===== src/rtl/bwin_pkg.sv =====
package bwin_pkg;
  typedef enum logic [2:0] {
    ST_IDLE,
    ST_DEC,
    ST_SUB,
    ST_SEND,
    ST_ERR
  } rt_state_e;

  typedef enum logic [1:0] {
    TGT_PORT,
    TGT_DFLT,
    TGT_SYS
  } rt_tgt_e;

  localparam logic CLS_SYS = 1'b1;
endpackage


===== src/rtl/bwin_match.sv =====
module bwin_match #(
  parameter int ADDR_W    = 32,
  parameter int NUM_PORTS = 4
) (
  input  logic [ADDR_W-1:0]           addr,
  input  logic [NUM_PORTS*ADDR_W-1:0] win_lo,
  input  logic [NUM_PORTS*ADDR_W-1:0] win_hi,
  output logic [NUM_PORTS-1:0]        hit
);
  for (genvar g = 0; g < NUM_PORTS; g++) begin : g_win
    logic [ADDR_W-1:0] lo_b, hi_b;
    logic              ok;
    assign lo_b   = win_lo[g*ADDR_W +: ADDR_W];
    assign hi_b   = win_hi[g*ADDR_W +: ADDR_W];
    assign ok     = (hi_b >= lo_b);
    assign hit[g] = ok && (addr >= lo_b) && (addr <= hi_b);
  end
endmodule


===== src/rtl/bwin_prio.sv =====
module bwin_prio #(
  parameter int N = 4
) (
  input  logic [N-1:0] req,
  output logic         any,
  output logic [N-1:0] grant
);
  // lowest set bit isolated by two's complement
  assign grant = req & (~req + N'(1));
  assign any   = |req;
endmodule


===== src/rtl/bwin_router.sv =====
module bwin_router
  import bwin_pkg::*;
#(
  parameter int ADDR_W    = 32,
  parameter int DATA_W    = 32,
  parameter int NUM_PORTS = 4
) (
  input  logic                        clk,
  input  logic                        rst_n,
  input  logic                        in_valid,
  output logic                        in_ready,
  input  logic [ADDR_W-1:0]           in_addr,
  input  logic [DATA_W-1:0]           in_data,
  input  logic                        in_wr,
  input  logic                        in_cls,
  input  logic [NUM_PORTS*ADDR_W-1:0] win_lo,
  input  logic [NUM_PORTS*ADDR_W-1:0] win_hi,
  input  logic                        dflt_en,
  output logic [NUM_PORTS-1:0]        port_valid,
  input  logic [NUM_PORTS-1:0]        port_ready,
  output logic                        dflt_valid,
  input  logic                        dflt_ready,
  output logic                        sys_valid,
  input  logic                        sys_ready,
  output logic [ADDR_W-1:0]           out_addr,
  output logic [DATA_W-1:0]           out_data,
  output logic                        out_wr,
  output logic                        ur_pulse
);
  rt_state_e            st;
  rt_tgt_e              kind;
  logic [NUM_PORTS-1:0] sel;
  logic [ADDR_W-1:0]    req_addr;
  logic [DATA_W-1:0]    req_data;
  logic                 req_wr;
  logic                 req_cls;

  logic [NUM_PORTS-1:0] hit;
  logic [NUM_PORTS-1:0] grant;
  logic                 hit_any;
  logic                 sending;
  logic                 fire;

  bwin_match #(.ADDR_W(ADDR_W), .NUM_PORTS(NUM_PORTS)) match_i (
    .addr   (req_addr),
    .win_lo (win_lo),
    .win_hi (win_hi),
    .hit    (hit)
  );

  bwin_prio #(.N(NUM_PORTS)) prio_i (
    .req   (hit),
    .any   (hit_any),
    .grant (grant)
  );

  assign sending    = (st == ST_SEND);
  assign port_valid = (sending && kind == TGT_PORT) ? sel : '0;
  assign dflt_valid = sending && kind == TGT_DFLT;
  assign sys_valid  = sending && kind == TGT_SYS;
  assign ur_pulse   = (st == ST_ERR);
  assign in_ready   = (st == ST_IDLE);
  assign out_addr   = req_addr;
  assign out_data   = req_data;
  assign out_wr     = req_wr;

  always_comb begin
    fire = 1'b0;
    if (sending) begin
      unique case (kind)
        TGT_PORT: fire = |(sel & port_ready);
        TGT_DFLT: fire = dflt_ready;
        default:  fire = sys_ready;
      endcase
    end
  end

  always_ff @(posedge clk or negedge rst_n) begin
    if (!rst_n) begin
      st       <= ST_IDLE;
      kind     <= TGT_PORT;
      sel      <= '0;
      req_addr <= '0;
      req_data <= '0;
      req_wr   <= 1'b0;
      req_cls  <= 1'b0;
    end else begin
      unique case (st)
        ST_IDLE: if (in_valid) begin
          req_addr <= in_addr;
          req_data <= in_data;
          req_wr   <= in_wr;
          req_cls  <= in_cls;
          st       <= ST_DEC;
        end
        ST_DEC: begin
          if (req_cls == CLS_SYS) begin
            kind <= TGT_SYS;
            st   <= ST_SEND;
          end else if (hit_any) begin
            kind <= TGT_PORT;
            sel  <= grant;
            st   <= ST_SEND;
          end else begin
            st   <= ST_SUB;
          end
        end
        ST_SUB: begin
          if (dflt_en) begin
            kind <= TGT_DFLT;
            st   <= ST_SEND;
          end else begin
            st   <= ST_ERR;
          end
        end
        ST_SEND: if (fire) st <= ST_IDLE;
        default: st <= ST_IDLE;
      endcase
    end
  end
endmodule


===== config.mk =====
export PLATFORM = sky130hd
export DESIGN_NAME = bwin_router
export DESIGN_NICKNAME = d
export VERILOG_FILES = /design/src/rtl/bwin_pkg.sv /design/src/rtl/bwin_match.sv /design/src/rtl/bwin_prio.sv /design/src/rtl/bwin_router.sv
export SDC_FILE = /design/constraint.sdc
export NUM_CORES = 1
export LEC_CHECK = 0
export CAP_MARGIN = 20
export CELL_PAD_IN_SITES_DETAIL_PLACEMENT = 0
export CELL_PAD_IN_SITES_GLOBAL_PLACEMENT = 2
export CORE_UTILIZATION = 27
export DETAILED_ROUTE_END_ITERATION = 7
export PLACE_DENSITY = 0.94
export SETUP_SLACK_MARGIN = 0.5
export SLEW_MARGIN = 10
export SYNTH_ARGS = -nofsm -noshare
export SYNTH_HDL_FRONTEND = slang
export SYNTH_SLANG_ARGS = --single-unit

===== constraint.sdc =====
create_clock -name clk -period 3.5 [get_ports clk]
set_clock_uncertainty 0.1 [all_clocks]
set_input_delay 0.525 -clock clk [delete_from_list [all_inputs] [get_ports clk]]
set_output_delay 0.525 -clock clk [all_outputs]
set_load 0.01 [all_outputs]

# ---- Word level (Yosys, flattened, before mapping)
# Index checks and enable logic that the tools add are counted.
# W data, S select, Z words.
dict set report classes {
  add_sub_neg 1
  magnitude_cmp 12
  eq_ne 10
  mux 13
  n_bitwise 4
  n_reduce_logical 20
}
# op count
set ops {}
lappend ops {{$ge A32 B32 Y1} 8}
lappend ops {{$le A32 B32 Y1} 4}
lappend ops {{$pmux W3 S4} 1}
lappend ops {{$logic_and A1 B1 Y1} 11}
lappend ops {{$mux W3} 3}
lappend ops {{$and A4 B4 Y4} 2}
lappend ops {{$reduce_or A4 Y1} 2}
lappend ops {{$eq A3 B2 Y1 const B} 2}
lappend ops {{$mux W2} 3}
lappend ops {{$reduce_and A3 Y1} 2}
lappend ops {{$add A4 B1 Y4 const B} 1}
lappend ops {{$mux W4} 1}
lappend ops {{$ne A2 B2 Y1 const B} 2}
lappend ops {{$not A4 Y4} 1}
lappend ops {{$pmux W2 S2} 1}
lappend ops {{$reduce_and A2 Y1} 2}
lappend ops {{$eq A3 B1 Y1 const B} 1}
lappend ops {{$eq A3 B3 Y1 const B} 1}
lappend ops {{$logic_not A3 Y1} 1}
lappend ops {{$mux W1} 3}
lappend ops {{$ne A3 B3 Y1 const B} 1}
lappend ops {{$eq A2 B1 Y1 const B} 1}
lappend ops {{$eq A2 B2 Y1 const B} 1}
lappend ops {{$logic_not A2 Y1} 1}
lappend ops {{other kinds (4)} 4}
dict set report totals {
  regBits 75
  input_bits 332
  out_inout_bits 73
  elab_cells 67
}

# ---- Longest topological paths before layout
dict set report depth {
  word_depth 7
  mapped_depth 11
  mapped_depth_nobuf 11
}

# ---- Modules after synthesis
# From an unflattened synthesis, not the netlist that was laid out.
dict set report hier_totals {
  hier_cells 1410
  area_unflattened_um2 12289.3
}
# mod instances cells_each area_each_um2 seq_area_each_um2
set modules_own_cells {}
lappend modules_own_cells {bwin_match 1 1212 9037.4 0.0}
lappend modules_own_cells {bwin_router 1 193 3211.8 1876.8}
lappend modules_own_cells {bwin_prio 1 5 40.0 0.0}

# ---- Worst setup path before layout
# Ideal clock, no wire load.
dict set report synth_path {
  path_type {input-to-reg}
  from {input win_lo[21]}
  to {register st[0]}
  setup_ps 124
  t_arrival_ps 2552
  t_required_ps 3276
  slack_ps 724
  cell_stages 11
  path_buffers 0
  path_cell_list {inv_1 -> ha_1 -> a21o_1 -> a21o_1 -> a221oi_1 -> o221ai_1 -> a311oi_2 -> a2111oi_4 -> nor3_2 -> nand2b_4 -> o31a_1}
}
dict set report synth_between {
  elab_chain_len 7
  word_cells_on_any_way 8
  classes_between {2 x order compare; 3 x mux; 3 x reduce/logical}
}
# element line_no
set synth_lines {}
lappend synth_lines {{from (decl)} bwin_router.sv:16} ;# input logic [NUM_PORTS*ADDR_W-1:0] win_lo,
lappend synth_lines {{$ge A32 B32 Y1, on equally long branches} {bwin_match.sv:15, bwin_match.sv:16}}
lappend synth_lines {{$logic_and A1 B1 Y1 * (2 in a row)} bwin_match.sv:16} ;# assign hit[g] = ok && (addr >= lo_b) && (addr <= hi_b);
lappend synth_lines {{$reduce_or A4 Y1 *} bwin_prio.sv:10} ;# assign any = |req;
lappend synth_lines {{$mux W1 *} bwin_router.sv:100} ;# end else if (hit_any) begin
lappend synth_lines {{$mux W1 *} bwin_router.sv:97} ;# if (req_cls == CLS_SYS) begin
lappend synth_lines {{$pmux W3 S4 *} bwin_router.sv:88} ;# unique case (st)
lappend synth_lines {{to (signal assigned)} bwin_router.sv:99} ;# st <= ST_SEND;
lappend synth_lines {{to (signal assigned)} bwin_router.sv:103} ;# st <= ST_SEND;
lappend synth_lines {{to (signal assigned)} bwin_router.sv:105} ;# st <= ST_SUB;
lappend synth_lines {{to (decl)} bwin_router.sv:30} ;# rt_state_e st;
# Every way passes the cells marked *; elsewhere a longest branch is shown, timed or not.
# A chain may end at the register's enable or synchronous reset.

# ---- Final worst setup path
dict set report layout_path {
  from {input win_lo[39]}
  to {register sel[1]}
}
dict set report layout_between {
  elab_chain_len 6
  word_cells_on_any_way 9
  classes_between {1 x add/sub; 2 x order compare; 2 x bitwise; 4 x reduce/logical}
}
# element line_no
set layout_lines {}
lappend layout_lines {{$ge A32 B32 Y1, on equally long branches} {bwin_match.sv:15, bwin_match.sv:16}}
lappend layout_lines {{$logic_and A1 B1 Y1 * (2 in a row)} bwin_match.sv:16}
lappend layout_lines {{$not A4 Y4} bwin_prio.sv:9} ;# assign grant = req & (~req + N'(1));
lappend layout_lines {{$add A4 B1 Y4} bwin_prio.sv:9}
lappend layout_lines {{$and A4 B4 Y4} bwin_prio.sv:9}
lappend layout_lines {{to (signal assigned)} bwin_router.sv:102} ;# sel <= grant;
lappend layout_lines {{to (decl)} bwin_router.sv:32} ;# logic [NUM_PORTS-1:0] sel;
# Marked as above.

==> reports/qor.txt <==
worst relative slew slack -> 0.377
first-pass GRT wire length -> 71,700 um
Ports -> 405
DP Wirelength -> 41,000 um
min Tclk post-route -> 3.12 ns
dpl cell area -> 0.0177 mm^2
PwrDens -> 560 mW/mm^2
CP top delay family -> compound AO/OA/AOI/OAI gates
net switching power -> 4.87 mW
source of the worst hold timing path -> out_data[4]
Sequential Power Share -> 0.189
later-pin clock latency in the skew report -> 0.35 ns
drc violations -> 0
fraction of final layout cells sized beyond drive strength 1 -> 0.187
clk buf depth -> 2
CTS clk-pin slew, worst paths -> 0.07 ns
Switching Fraction -> 0.454
core area -> 0.0436 mm^2
Int Pwr -> 5.86 mW
fillers -> 4,355
WL/cell -> 18.6 um
ANT nets after route -> 0
combinational share of power -> 0.724
total wire length -> 47,600 um
worst reg-to-reg setup slack -> 0.43 ns
CP arrival -> 3.26 ns
CP Capture Type -> flip-flop
Reg-to-Reg Start -> out_addr[13]
CTS tree -> yes
Design Area, Final -> 0.0192 mm^2
Sink Count -> 75
slowest CP cell -> clkdlybuf4s50_1
PortBufs -> 404
Mapped Nets -> 2,123
Critical Path RT -> 3.64 ns
Area growth syn-to-layout -> 59.2%
Syn Area/Cell -> 8.55 um^2
RSZ-0062 raised after global routing -> true
width of the die -> 213 um
critical path class -> input pin to flip-flop
pre-CTS WS -> -0.536 ns
sequential fraction of the synthesis area -> 0.156
post-synth cell types -> 60
vias in the first global route -> 13,300
row cnt -> 76
largest net degree at the start of global routing -> 44
VDD IR max -> 0.000449 V
CP peak stage delay -> 0.45 ns
Die ar. -> 0.0454 mm^2
hold depth -> 1
Crit Reg-Reg Endpoint -> sel[1]
Hold Crit Class -> flip-flop to flip-flop
Mapped Cells -> 1,407
fmax -> 0.320 GHz
register bit total from synthesis -> 75
H-tree depth -> 3
Final Wtd Congestion -> 0.902
initial core utilization -> 0.276
max-cap viol count -> 0
grt ovf -> 0
clock power share -> 0.086
Pre-Repair DR Iteration Count -> 5
vias after detailed routing -> 12,500
post-layout util -> 0.440
EDFF count, synth -> 0
register area -> 0.00190 mm^2
Buf/Inv on CP -> 4
slew at the pin with the worst max-slew slack -> 0.928 ns
final setup margin -> 0.378 ns
synth warn -> 0
final setup fails -> 0
status -> complete, no violations
leakage -> 9.40 nW
R2R depth -> 13
top_reg_cell synth -> dfrtp_1
fin crit share -> 0.892
GRT Overall Usage -> 0.209
1st-iter DRT viols -> 412
Hold Fails Final Rpt -> 0
Vert. Die Dim -> 213 um
Hold Path End -> out_data[4]
max-slew violation count -> 0
initial antenna violation count -> 6
largest fanout on the critical path -> 4
crit path launch type -> input pin
total CTS buffers -> 9
Via density -> 4.89
Root Driver -> clkbuf_16
nets -> 2,676
FFs w/ async S/R, synth -> 1.00
Multi-input gate area -> 0.0101 mm^2
Mapped Area -> 0.0120 mm^2
crit path cell chain -> clkdlybuf4s50_1, inv_1, ha_4, nand4_1, a2111oi_4, nor4_2, buf_4, o41a_1, a211oi_4, nor3_4, nand2b_4, buf_6, o21bai_1
-- final cells by class --
| cell class | count | share of cell area |
|---|---|---|
| Antenna cell | 3 | 0.000392 |
| Clock buffer | 9 | 0.0118 |
| Clock inverter | 7 | 0.00287 |
| Inverter | 269 | 0.0527 |
| Multi-Input combinational cell | 1053 | 0.525 |
| Sequential cell | 75 | 0.0989 |
| Tap cell | 585 | 0.0382 |
| Timing Repair Buffer | 552 | 0.270 |
-- flip-flops by register name, indices dropped and copies added, names as in the netlist --
signal / cells
out_addr: 32
out_wr: 1
sel: 4
req_cls: 1
kind: 2
out_data: 32
st: 3
-- what timing repair did --
action,in CTS,in global routing
hold buffers,1,0
buffers inserted,19,8
endpoints found under the setup margin,7,7
resized for setup,167,44
hold endpoints to repair,16,0
pin swaps,75,19
-- per-stage QoR --
| step | hold WS (ns) | TNS, ns | instances | power [mW] |
|---|---|---|---|---|
| 2_1_floorplan | 0.129 | 0 | 1407 | 5.51 |
| 5_1_grt | 0.414 | 0 | 2552 | 11.8 |
| 3_3_place_gp | 0.303 | -3.37 | 2506 | 8.78 |
| 4_1_cts | 0.410 | 0 | 2542 | 10.6 |
| 3_5_place_dp | 0.305 | -3.24 | 2506 | 9.02 |
| 6_report | 0.405 | 0 | 2553 | 10.7 |
-- power by group through the flow --
stage                     Combinational [mW]  Sequential [mW]  Clock, mW
after floorplan                         3.46             2.04          0
after global placement                  6.78             2.01          0
after detailed placement                6.99             2.03          0
after CTS                               7.61             2.03      0.963
after global routing                    8.68             2.10       1.00
final                                   7.77             2.03      0.926
-- cells in the final DEF, fill, tap and decap left out, types with 9 or more instances in the layout --
cell / instances
a2111oi_4: 11
a211oi_1: 14
a21o_1: 43
a21oi_1: 116
a21oi_2: 11
buf_4: 139
clkbuf_16: 9
clkdlybuf4s50_1: 373
dfrtp_1: 60
dfrtp_2: 15
dlygate4sd2_1: 25
ha_1: 355
ha_4: 28
inv_1: 258
inv_2: 11
mux2_2: 66
nand2_1: 75
nand2b_1: 9
nand3_1: 36
nand4_1: 64
nor2_1: 28
nor2b_1: 13
nor3_1: 13
o21ai_0: 33
-- cell usage after synthesis, types with 3 or more instances --
cell,n,share of area
nor2_1,29,0.0090
a2111oi_0,11,0.0080
buf_1,3,0.00094
a211oi_1,20,0.012
nand4_1,64,0.033
nand2b_1,12,0.0062
a21o_1,43,0.027
mux2_2,66,0.062
dfrtp_1,75,0.16
a221oi_1,8,0.0058
o31a_1,4,0.0029
nor3b_1,4,0.0025
nor3_1,16,0.0067
nor4_1,11,0.0057
buf_2,3,0.0012
ha_1,384,0.40
or3_1,4,0.0021
or2_1,3,0.0016
and4_1,9,0.0066
o22ai_1,3,0.0016
o21ai_1,3,0.0012
nand3_1,37,0.015
inv_1,269,0.084
and2_1,3,0.0016
a22oi_1,3,0.0019
nor2b_1,13,0.0068
o41ai_1,3,0.0022
o211ai_1,4,0.0025
a21oi_1,128,0.053
nand2_1,76,0.024
o21a_1,8,0.0050
o221ai_1,3,0.0022
o21ai_0,44,0.018
clkbuf_1,4,0.0012
-- worst reg2reg max path, delay by kind of cell, from the launching register on --
family                   cells  cell delay [ns]
AND/OR/NAND/NOR              5             0.66
flip-flops                   1             0.43
AO/OA/AOI/OAI                4             1.09
buffers and inverters        3             0.41
adder cells (fa/ha/maj)      1             0.26
-- metal layers --
| metal | track usage | up-vias | wire length [um] |
|---|---|---|---|
| met5 | 0 | - | 45 |
| met4 | 0.0722 | 6 | 1450 |
| met3 | 0.0282 | 75 | 2040 |
| met2 | 0.379 | 329 | 23600 |
| met1 | 0.250 | 5816 | 20400 |
| li1 | - | 6253 | - |
-- how the worst max path moves through the flow --
stage            startpoint  endpoint  slack [ns]  depth (start not counted)
6_report         win_lo[39]    sel[1]        0.38                         13
5_1_grt          win_hi[74]   kind[0]        0.28                         14
4_1_cts        out_addr[13]   kind[1]        0.45                         13
3_5_place_dp     win_lo[27]     st[0]       -0.54                         13
3_3_place_gp     win_lo[27]     st[0]       -0.58                         13
2_1_floorplan    win_lo[21]     st[0]        0.72                         11
-- cells by family after synthesis --
| kind of cell | after synthesis | synth area share |
|---|---|---|
| buffers and inverters | 279 | 0.0873 |
| AOI/OAI and AO/OA | 310 | 0.166 |
| DFF | 75 | 0.156 |
| muxes | 68 | 0.0634 |
| and+or+nand+nor | 291 | 0.128 |
| adders and majority gates | 384 | 0.399 |
No activity file was read; power rests on OpenSTA's default activity.
